<file path="src/rtl/ccm_pkg.sv">
`timescale 1ns/1ps
package ccm_pkg;

    typedef enum logic [2:0] {
        ST_IDLE,
        ST_SETTLE,
        ST_STROBE1,
        ST_STROBE2,
        ST_RECOVER,
        ST_REJECT,
        ST_DONE
    } ccm_state_e;

endpackage

</file>
<file path="src/rtl/ccm_phase_timer.sv">
`timescale 1ns/1ps
module ccm_phase_timer #(
    parameter int CNT_W = 8
) (
    input  logic             clk,
    input  logic             rst_n,
    input  logic             load,
    input  logic [CNT_W-1:0] load_val,
    output logic             expired
);

    logic [CNT_W-1:0] cnt_q;

    always_ff @(posedge clk) begin
        if (!rst_n) begin
            cnt_q <= '0;
        end else if (load) begin
            cnt_q <= load_val;
        end else if (cnt_q != '0) begin
            cnt_q <= cnt_q - CNT_W'(1);
        end
    end

    assign expired = (cnt_q == '0);

endmodule

</file>
<file path="src/rtl/ccm_slot_decode.sv">
`timescale 1ns/1ps
module ccm_slot_decode #(
    parameter int N_SLOTS = 23,
    parameter int SLOT_W  = 5
) (
    input  logic [SLOT_W-1:0]  slot,
    input  logic               enable,
    output logic [N_SLOTS-1:0] sel
);

    for (genvar i = 0; i < N_SLOTS; i++) begin : g_line
        assign sel[i] = enable && (slot == SLOT_W'(i + 1));
    end

endmodule

</file>
<file path="src/rtl/ccm_resp_capture.sv">
`timescale 1ns/1ps
module ccm_resp_capture #(
    parameter int DATA_W = 24
) (
    input  logic              clk,
    input  logic              rst_n,
    input  logic              clr,
    input  logic              cap,
    input  logic              is_read,
    input  logic [DATA_W-1:0] bus_rdata,
    input  logic              bus_q,
    input  logic              bus_x,
    output logic [DATA_W-1:0] rdata,
    output logic              q,
    output logic              x
);

    always_ff @(posedge clk) begin
        if (!rst_n || clr) begin
            rdata <= '0;
            q     <= 1'b0;
            x     <= 1'b0;
        end else if (cap) begin
            rdata <= is_read ? bus_rdata : '0;
            q     <= bus_q;
            x     <= bus_x;
        end
    end

endmodule

</file>
<file path="src/rtl/ccm_ctl_lines.sv">
`timescale 1ns/1ps
module ccm_ctl_lines #(
    parameter int N_LINES = 3
) (
    input  logic               clk,
    input  logic               rst_n,
    input  logic [N_LINES-1:0] host_lvl,
    output logic [N_LINES-1:0] bus_lvl
);

    for (genvar i = 0; i < N_LINES; i++) begin : g_line
        always_ff @(posedge clk) begin
            if (!rst_n) bus_lvl[i] <= 1'b0;
            else        bus_lvl[i] <= host_lvl[i];
        end
    end

endmodule

</file>
<file path="src/rtl/crate_cycle_master.sv">
`timescale 1ns/1ps
module crate_cycle_master
    import ccm_pkg::*;
#(
    parameter int N_SLOTS     = 23,
    parameter int SLOT_W      = 5,
    parameter int SUB_W       = 5,
    parameter int FUNC_W      = 4,
    parameter int DATA_W      = 24,
    parameter int STRETCH_W   = 4,
    parameter int SETTLE_CLKS = 10,
    parameter int S1_CLKS     = 15,
    parameter int S2_CLKS     = 15,
    parameter int REC_CLKS    = 10
) (
    input  logic               clk,
    input  logic               rst_n,
    input  logic               req_valid,
    input  logic [SLOT_W-1:0]  req_station,
    input  logic [SUB_W-1:0]   req_sub,
    input  logic [FUNC_W-1:0]  req_func,
    input  logic [DATA_W-1:0]  req_wdata,
    input  logic [STRETCH_W-1:0] req_stretch,
    input  logic               host_init,
    input  logic               host_clear,
    input  logic               host_inhibit,
    output logic               busy,
    output logic               done,
    output logic [DATA_W-1:0]  rsp_rdata,
    output logic               rsp_q,
    output logic               rsp_accept,
    output logic [N_SLOTS-1:0] bus_sel,
    output logic [SUB_W-1:0]   bus_sub,
    output logic [FUNC_W-1:0]  bus_func,
    output logic [DATA_W-1:0]  bus_wdata,
    output logic               bus_wdata_en,
    output logic               bus_s1,
    output logic               bus_s2,
    input  logic [DATA_W-1:0]  bus_rdata,
    input  logic               bus_q,
    input  logic               bus_x,
    output logic               bus_init,
    output logic               bus_clear,
    output logic               bus_inhibit
);

    localparam int MAX_A    = (SETTLE_CLKS > REC_CLKS) ? SETTLE_CLKS : REC_CLKS;
    localparam int MAX_B    = (S1_CLKS > S2_CLKS) ? S1_CLKS : S2_CLKS;
    localparam int MAX_BASE = (MAX_A > MAX_B) ? MAX_A : MAX_B;
    localparam int CNT_W    = $clog2(MAX_BASE * (2 ** STRETCH_W) + 1);

    ccm_state_e state_q, state_d;

    logic [SLOT_W-1:0]    station_q;
    logic [SUB_W-1:0]     sub_q;
    logic [FUNC_W-1:0]    func_q;
    logic [DATA_W-1:0]    wdata_q;
    logic [STRETCH_W-1:0] stretch_q;

    logic                 accept;
    logic                 station_ok;
    logic                 tmr_load;
    logic                 tmr_expired;
    logic                 cap_resp;
    logic [CNT_W-1:0]     base_sel;
    logic [CNT_W-1:0]     mult;
    logic [CNT_W-1:0]     load_val;
    logic [STRETCH_W-1:0] k_sel;
    logic                 addr_phase;
    logic                 is_write;
    logic [2:0]           host_lvl;
    logic [2:0]           bus_lvl;

    assign accept     = (state_q == ST_IDLE) && req_valid;
    assign station_ok = (req_station != '0) && (32'(req_station) <= N_SLOTS);
    assign is_write   = func_q[FUNC_W-1];

    // state register
    always_ff @(posedge clk) begin
        if (!rst_n) state_q <= ST_IDLE;
        else        state_q <= state_d;
    end

    // request latch
    always_ff @(posedge clk) begin
        if (!rst_n) begin
            station_q <= '0;
            sub_q     <= '0;
            func_q    <= '0;
            wdata_q   <= '0;
            stretch_q <= '0;
        end else if (accept) begin
            station_q <= req_station;
            sub_q     <= req_sub;
            func_q    <= req_func;
            wdata_q   <= req_wdata;
            stretch_q <= req_stretch;
        end
    end

    // next state and phase timer control
    always_comb begin
        state_d  = state_q;
        tmr_load = 1'b0;
        cap_resp = 1'b0;
        base_sel = CNT_W'(SETTLE_CLKS);
        unique case (state_q)
            ST_IDLE: begin
                if (req_valid) begin
                    if (station_ok) begin
                        state_d  = ST_SETTLE;
                        tmr_load = 1'b1;
                        base_sel = CNT_W'(SETTLE_CLKS);
                    end else begin
                        state_d = ST_REJECT;
                    end
                end
            end
            ST_SETTLE: begin
                if (tmr_expired) begin
                    state_d  = ST_STROBE1;
                    tmr_load = 1'b1;
                    base_sel = CNT_W'(S1_CLKS);
                end
            end
            ST_STROBE1: begin
                if (tmr_expired) begin
                    state_d  = ST_STROBE2;
                    tmr_load = 1'b1;
                    base_sel = CNT_W'(S2_CLKS);
                end
            end
            ST_STROBE2: begin
                if (tmr_expired) begin
                    state_d  = ST_RECOVER;
                    tmr_load = 1'b1;
                    cap_resp = 1'b1;
                    base_sel = CNT_W'(REC_CLKS);
                end
            end
            ST_RECOVER: begin
                if (tmr_expired) state_d = ST_DONE;
            end
            ST_REJECT: state_d = ST_DONE;
            ST_DONE:   state_d = ST_IDLE;
            default:   state_d = ST_IDLE;
        endcase
    end

    assign k_sel    = (state_q == ST_IDLE) ? req_stretch : stretch_q;
    assign mult     = CNT_W'(k_sel) + CNT_W'(1);
    assign load_val = base_sel * mult - CNT_W'(1);

    ccm_phase_timer #(.CNT_W(CNT_W)) u_timer (
        .clk      (clk),
        .rst_n    (rst_n),
        .load     (tmr_load),
        .load_val (load_val),
        .expired  (tmr_expired)
    );

    // Moore outputs
    always_comb begin
        busy         = (state_q != ST_IDLE);
        done         = (state_q == ST_DONE);
        addr_phase   = (state_q == ST_SETTLE) || (state_q == ST_STROBE1) ||
                       (state_q == ST_STROBE2);
        bus_s1       = (state_q == ST_STROBE1);
        bus_s2       = (state_q == ST_STROBE2);
        bus_sub      = addr_phase ? sub_q : '0;
        bus_func     = addr_phase ? func_q : '0;
        bus_wdata_en = addr_phase && is_write;
        bus_wdata    = bus_wdata_en ? wdata_q : '0;
    end

    ccm_slot_decode #(.N_SLOTS(N_SLOTS), .SLOT_W(SLOT_W)) u_dec (
        .slot   (station_q),
        .enable (addr_phase),
        .sel    (bus_sel)
    );

    ccm_resp_capture #(.DATA_W(DATA_W)) u_cap (
        .clk       (clk),
        .rst_n     (rst_n),
        .clr       (accept),
        .cap       (cap_resp),
        .is_read   (!is_write),
        .bus_rdata (bus_rdata),
        .bus_q     (bus_q),
        .bus_x     (bus_x),
        .rdata     (rsp_rdata),
        .q         (rsp_q),
        .x         (rsp_accept)
    );

    assign host_lvl = {host_inhibit, host_clear, host_init};

    ccm_ctl_lines #(.N_LINES(3)) u_ctl (
        .clk      (clk),
        .rst_n    (rst_n),
        .host_lvl (host_lvl),
        .bus_lvl  (bus_lvl)
    );

    assign bus_init    = bus_lvl[0];
    assign bus_clear   = bus_lvl[1];
    assign bus_inhibit = bus_lvl[2];

endmodule

</file>
<file path="config.mk">
export PLATFORM = sky130hd
export DESIGN_NAME = crate_cycle_master
export DESIGN_NICKNAME = d
export VERILOG_FILES = /design/src/rtl/ccm_pkg.sv /design/src/rtl/ccm_phase_timer.sv /design/src/rtl/ccm_slot_decode.sv /design/src/rtl/ccm_resp_capture.sv /design/src/rtl/ccm_ctl_lines.sv /design/src/rtl/crate_cycle_master.sv
export SDC_FILE = /design/constraint.sdc
export NUM_CORES = 1
export LEC_CHECK = 0
export BUFFER_PORTS_ARGS = -buffer_cell sky130_fd_sc_hd__clkbuf_2
export CORE_ASPECT_RATIO = 0.75
export CORE_MARGIN = 4
export CORE_UTILIZATION = 50
export DETAILED_ROUTE_END_ITERATION = 16
export HOLD_SLACK_MARGIN = 0.15
export PLACE_DENSITY = 0.81
export SLEW_MARGIN = 20
export SYNTH_ARGS = -nofsm -noshare
export SYNTH_HDL_FRONTEND = slang
export SYNTH_HIERARCHICAL = 1
export SYNTH_SLANG_ARGS = --single-unit
</file>
<file path="constraint.sdc">
create_clock -name clk -period 5.1 [get_ports clk]
set_input_delay 0.51 -clock clk [delete_from_list [all_inputs] [get_ports clk]]
set_output_delay 0.51 -clock clk [all_outputs]
set_load 0.01 [all_outputs]
</file>
==> reports/metrics.yaml <==
place:
  port_buffers: 163
  hpwlAfterDp_mm: 8.71
  place_congestion: 0.900
  dpl.cell_count: 789
cells_and_area:
  nFillCells: 736
  post-route-util_pct: 65.0
  nNetsFinal: 787
  syn2layout_area_growth_pct: 24.6
  num_antenna_cells: 0
  layout_common_cells: "163 x clkbuf_2, 99 x nand2_1, 82 x dfxtp_1, 43 x a21boi_0, 35 x and2_1"
  final_common_cell: "clkbuf_2"
  final_cells: 805
  drive_gt1_share_pct: 29.0
yosys:
  synth_top_area_share_pct: 36.7
  netlist_area_sq_mm: 0.00447
  yosysTopAreaCell: "dfxtp_1"
  synth-edff-count: 0
  synthTopCellsByArea: "dfxtp_1 37%, nand2_1 8.3%, a21boi_0 7.2%, and2_1 4.9%, ha_1 4.5%"
  ys_types: 47
  syn_area_per_cell_sq_um: 8.23
  ys_seq_area_share_pct: 36.7
  ys_seq_elements: 82
  synthFlopType: "dfxtp_1"
  syn-num-nets: 638
  synthArstFlopShare_pct: 0
  ys_warn_count: 6
  postSynthCellCount: 543
setup_path:
  worstSetupEndpointType: "flip-flop"
  critical_path_class: "reg2reg"
  worst-path-max-fanout: 9
  slowest_stage: "fa_1"
  worst_ep_arrival_time_ps: 4900
  cp-start-kind: "flip-flop"
  crit_path_max_incr_delay_ps: 540
  r2r_start: "state_q[1]$_SDFFE_PN0P_"
  critPathRequiredTime_ps: 5360
  worstPathCellList: "nor3_4 > mux2i_2 > inv_1 > ha_1 > xor2_1 > inv_1 > nand2_1 > ha_1 > fa_1 > inv_1 > fa_1 > ha_1 > or4b_1 > nand4b_1 > o21ai_0 > a31oi_1"
  cp-startpoint: "state_q[1]$_SDFFE_PN0P_"
timing:
  period_needed_ps: 4640
  worst_hold_slack_ps: 387
  period_share_pct: 91.0
  rsz0062_at_grt: "no"
  setup_viol: 0
  worst_pin_slew_ps: 797
  hold_viol_final: 0
  clock.fmax_mhz: 215
  slew_headroom_pct: 46.7
  slew_violations: 0
  fin_skew_ps: 7.23
  setup_tns_ps: 0
detailed_routing:
  drt_iter0_markers: 463
  wire_per_inst_um: 14.3
  postRouteAntennaNets: 0
  drc: 0
  firstDrtPassIters: 5
  routed_via_density: 5.19
  drt_wl_total_mm: 11.6
  via_count: 4178
global_routing:
  grt_pass1_wl_mm: 18.7
  grt_max_degree: 61
  grt_overflow: 0
  grtUsageTotal_pct: 21.6
  grt_pass1_vias: 3859
  antenna_found_initial: 0
outcome:
  outcome: "completed"
power_and_ir_drop:
  internal-power_uw: 1550
  power_density_mw_per_mm2: 459
  ir_drop_uv: 244
  switching_share_pct: 39.3
  leakage_uw: 0.00254
  combPwrFrac_pct: 45.4
  p_switching_uw: 1000
  p_clk_share_pct: 24.0
  pwr-share-seq_pct: 30.6
clocking:
  cts_sinks: 82
  numCtsBuffers: 9
  cts_tree: "yes"
  post-cts-setup-buffers: 0
  cts_resized: 0
  hold_buffers: 0
  insertion_delay_ps: 330
  cts_buffer_depth: 2
  cts_root_buf: "clkbuf_16"
  cts-htree-levels: 3
  path_clk_slew_ps: 60
floorplanning:
  rows: 29
  dieArea_sq_mm: 0.0105
  start_util_pct: 52.2
  core_area_sq_mm: 0.00856
  die_w_um: 117
  die_h_um: 89.9
  num_io_pins: 164
worst_hold_path:
  holdCritStartpoint: "host_init"
  min_path_type: "in2reg"
run:
  drv_cap: 0
cell families after synthesis:
logic type,count (synthesis),share of synthesized area (%)
buffers and inverters,57,6.52
adder cells (fa/ha/maj),21,6.72
AO/OA/AOI/OAI,99,15.2
AND/OR/NAND/NOR,261,30.0
XOR/XNOR,15,2.94
multiplexers,8,1.88
flip-flops,82,36.7
path summary, 6_finish.rpt:
path	endpoint	cells past startpoint	slack, ps
min	u_ctl/bus_lvl[0]$_SDFF_PN0_	2	390
max	u_timer/cnt_q[6]$_SDFFE_PN0P_	16	460
max reg2reg	u_timer/cnt_q[6]$_SDFFE_PN0P_	16	460
min reg2reg	wdata_q[20]$_SDFFE_PN0P_	2	460
power by group through the flow:
stage	Clock (uW)	Combinational [uW]	Sequential (uW)
after floorplan	0	922	767
final	614	1160	782
after CTS	625	1160	780
after global routing	660	1320	792
after detailed placement	0	1150	794
after global placement	0	1090	787
flip-flops by register name, indices dropped and copies added, names as in the netlist:
register       count
func_q             4
station_q          5
state_q            3
u_timer/cnt_q      8
u_cap/x            1
u_cap/q            1
stretch_q          4
u_cap/rdata       24
u_ctl/bus_lvl      3
wdata_q           24
sub_q              5
critical path, delay by kind of cell, from the launching register on:
| family | cells | cell delay [ps] |
|---|---|---|
| AOI/OAI and AO/OA | 2 | 250 |
| xor gates and xnor gates | 1 | 180 |
| adders and majority gates | 5 | 1800 |
| buffers and inverters | 3 | 240 |
| DFF | 1 | 420 |
| muxes | 1 | 490 |
| and+or+nand+nor | 4 | 1170 |
routing by layer:
metal	vias up	track usage, %	share of wire, %
li1	2102	-	-
met1	1935	27.9	44
met5	-	0	0
met3	14	4.23	5.6
met4	0	6.21	1.6
met2	127	36.4	49
layout make-up:
type                       instances  area (sq um)  share of cell area, %
clock buffer                       9           225                   4.04
clock inverter                     7          58.8                   1.06
inverter                          25          93.8                   1.69
multi-input combinational        404          2540                   45.7
sequential                        82          1640                   29.5
tap                              108           135                   2.43
timing repair buffer             170           868                   15.6
cell usage after synthesis, types with 9 or more instances:
cell type	n
nand3_1	30
nor2_1	33
clkbuf_1	14
inv_1	24
a21oi_1	31
nor3_1	9
and2_1	35
ha_1	16
nand2_1	99
nand2b_1	30
a21boi_0	43
dfxtp_1	82
through the flow:
step                      cell area, sq um  setup WS (ps)  power [uW]
after detailed placement              5280            490        1940
final                                 5570            459        2560
after floorplan                       4470            783        1690
after CTS                             5570            458        2570
after global routing                  5570            122        2770
after global placement                5280            686        1880
Note: power is estimated with default switching activity, not from simulation.
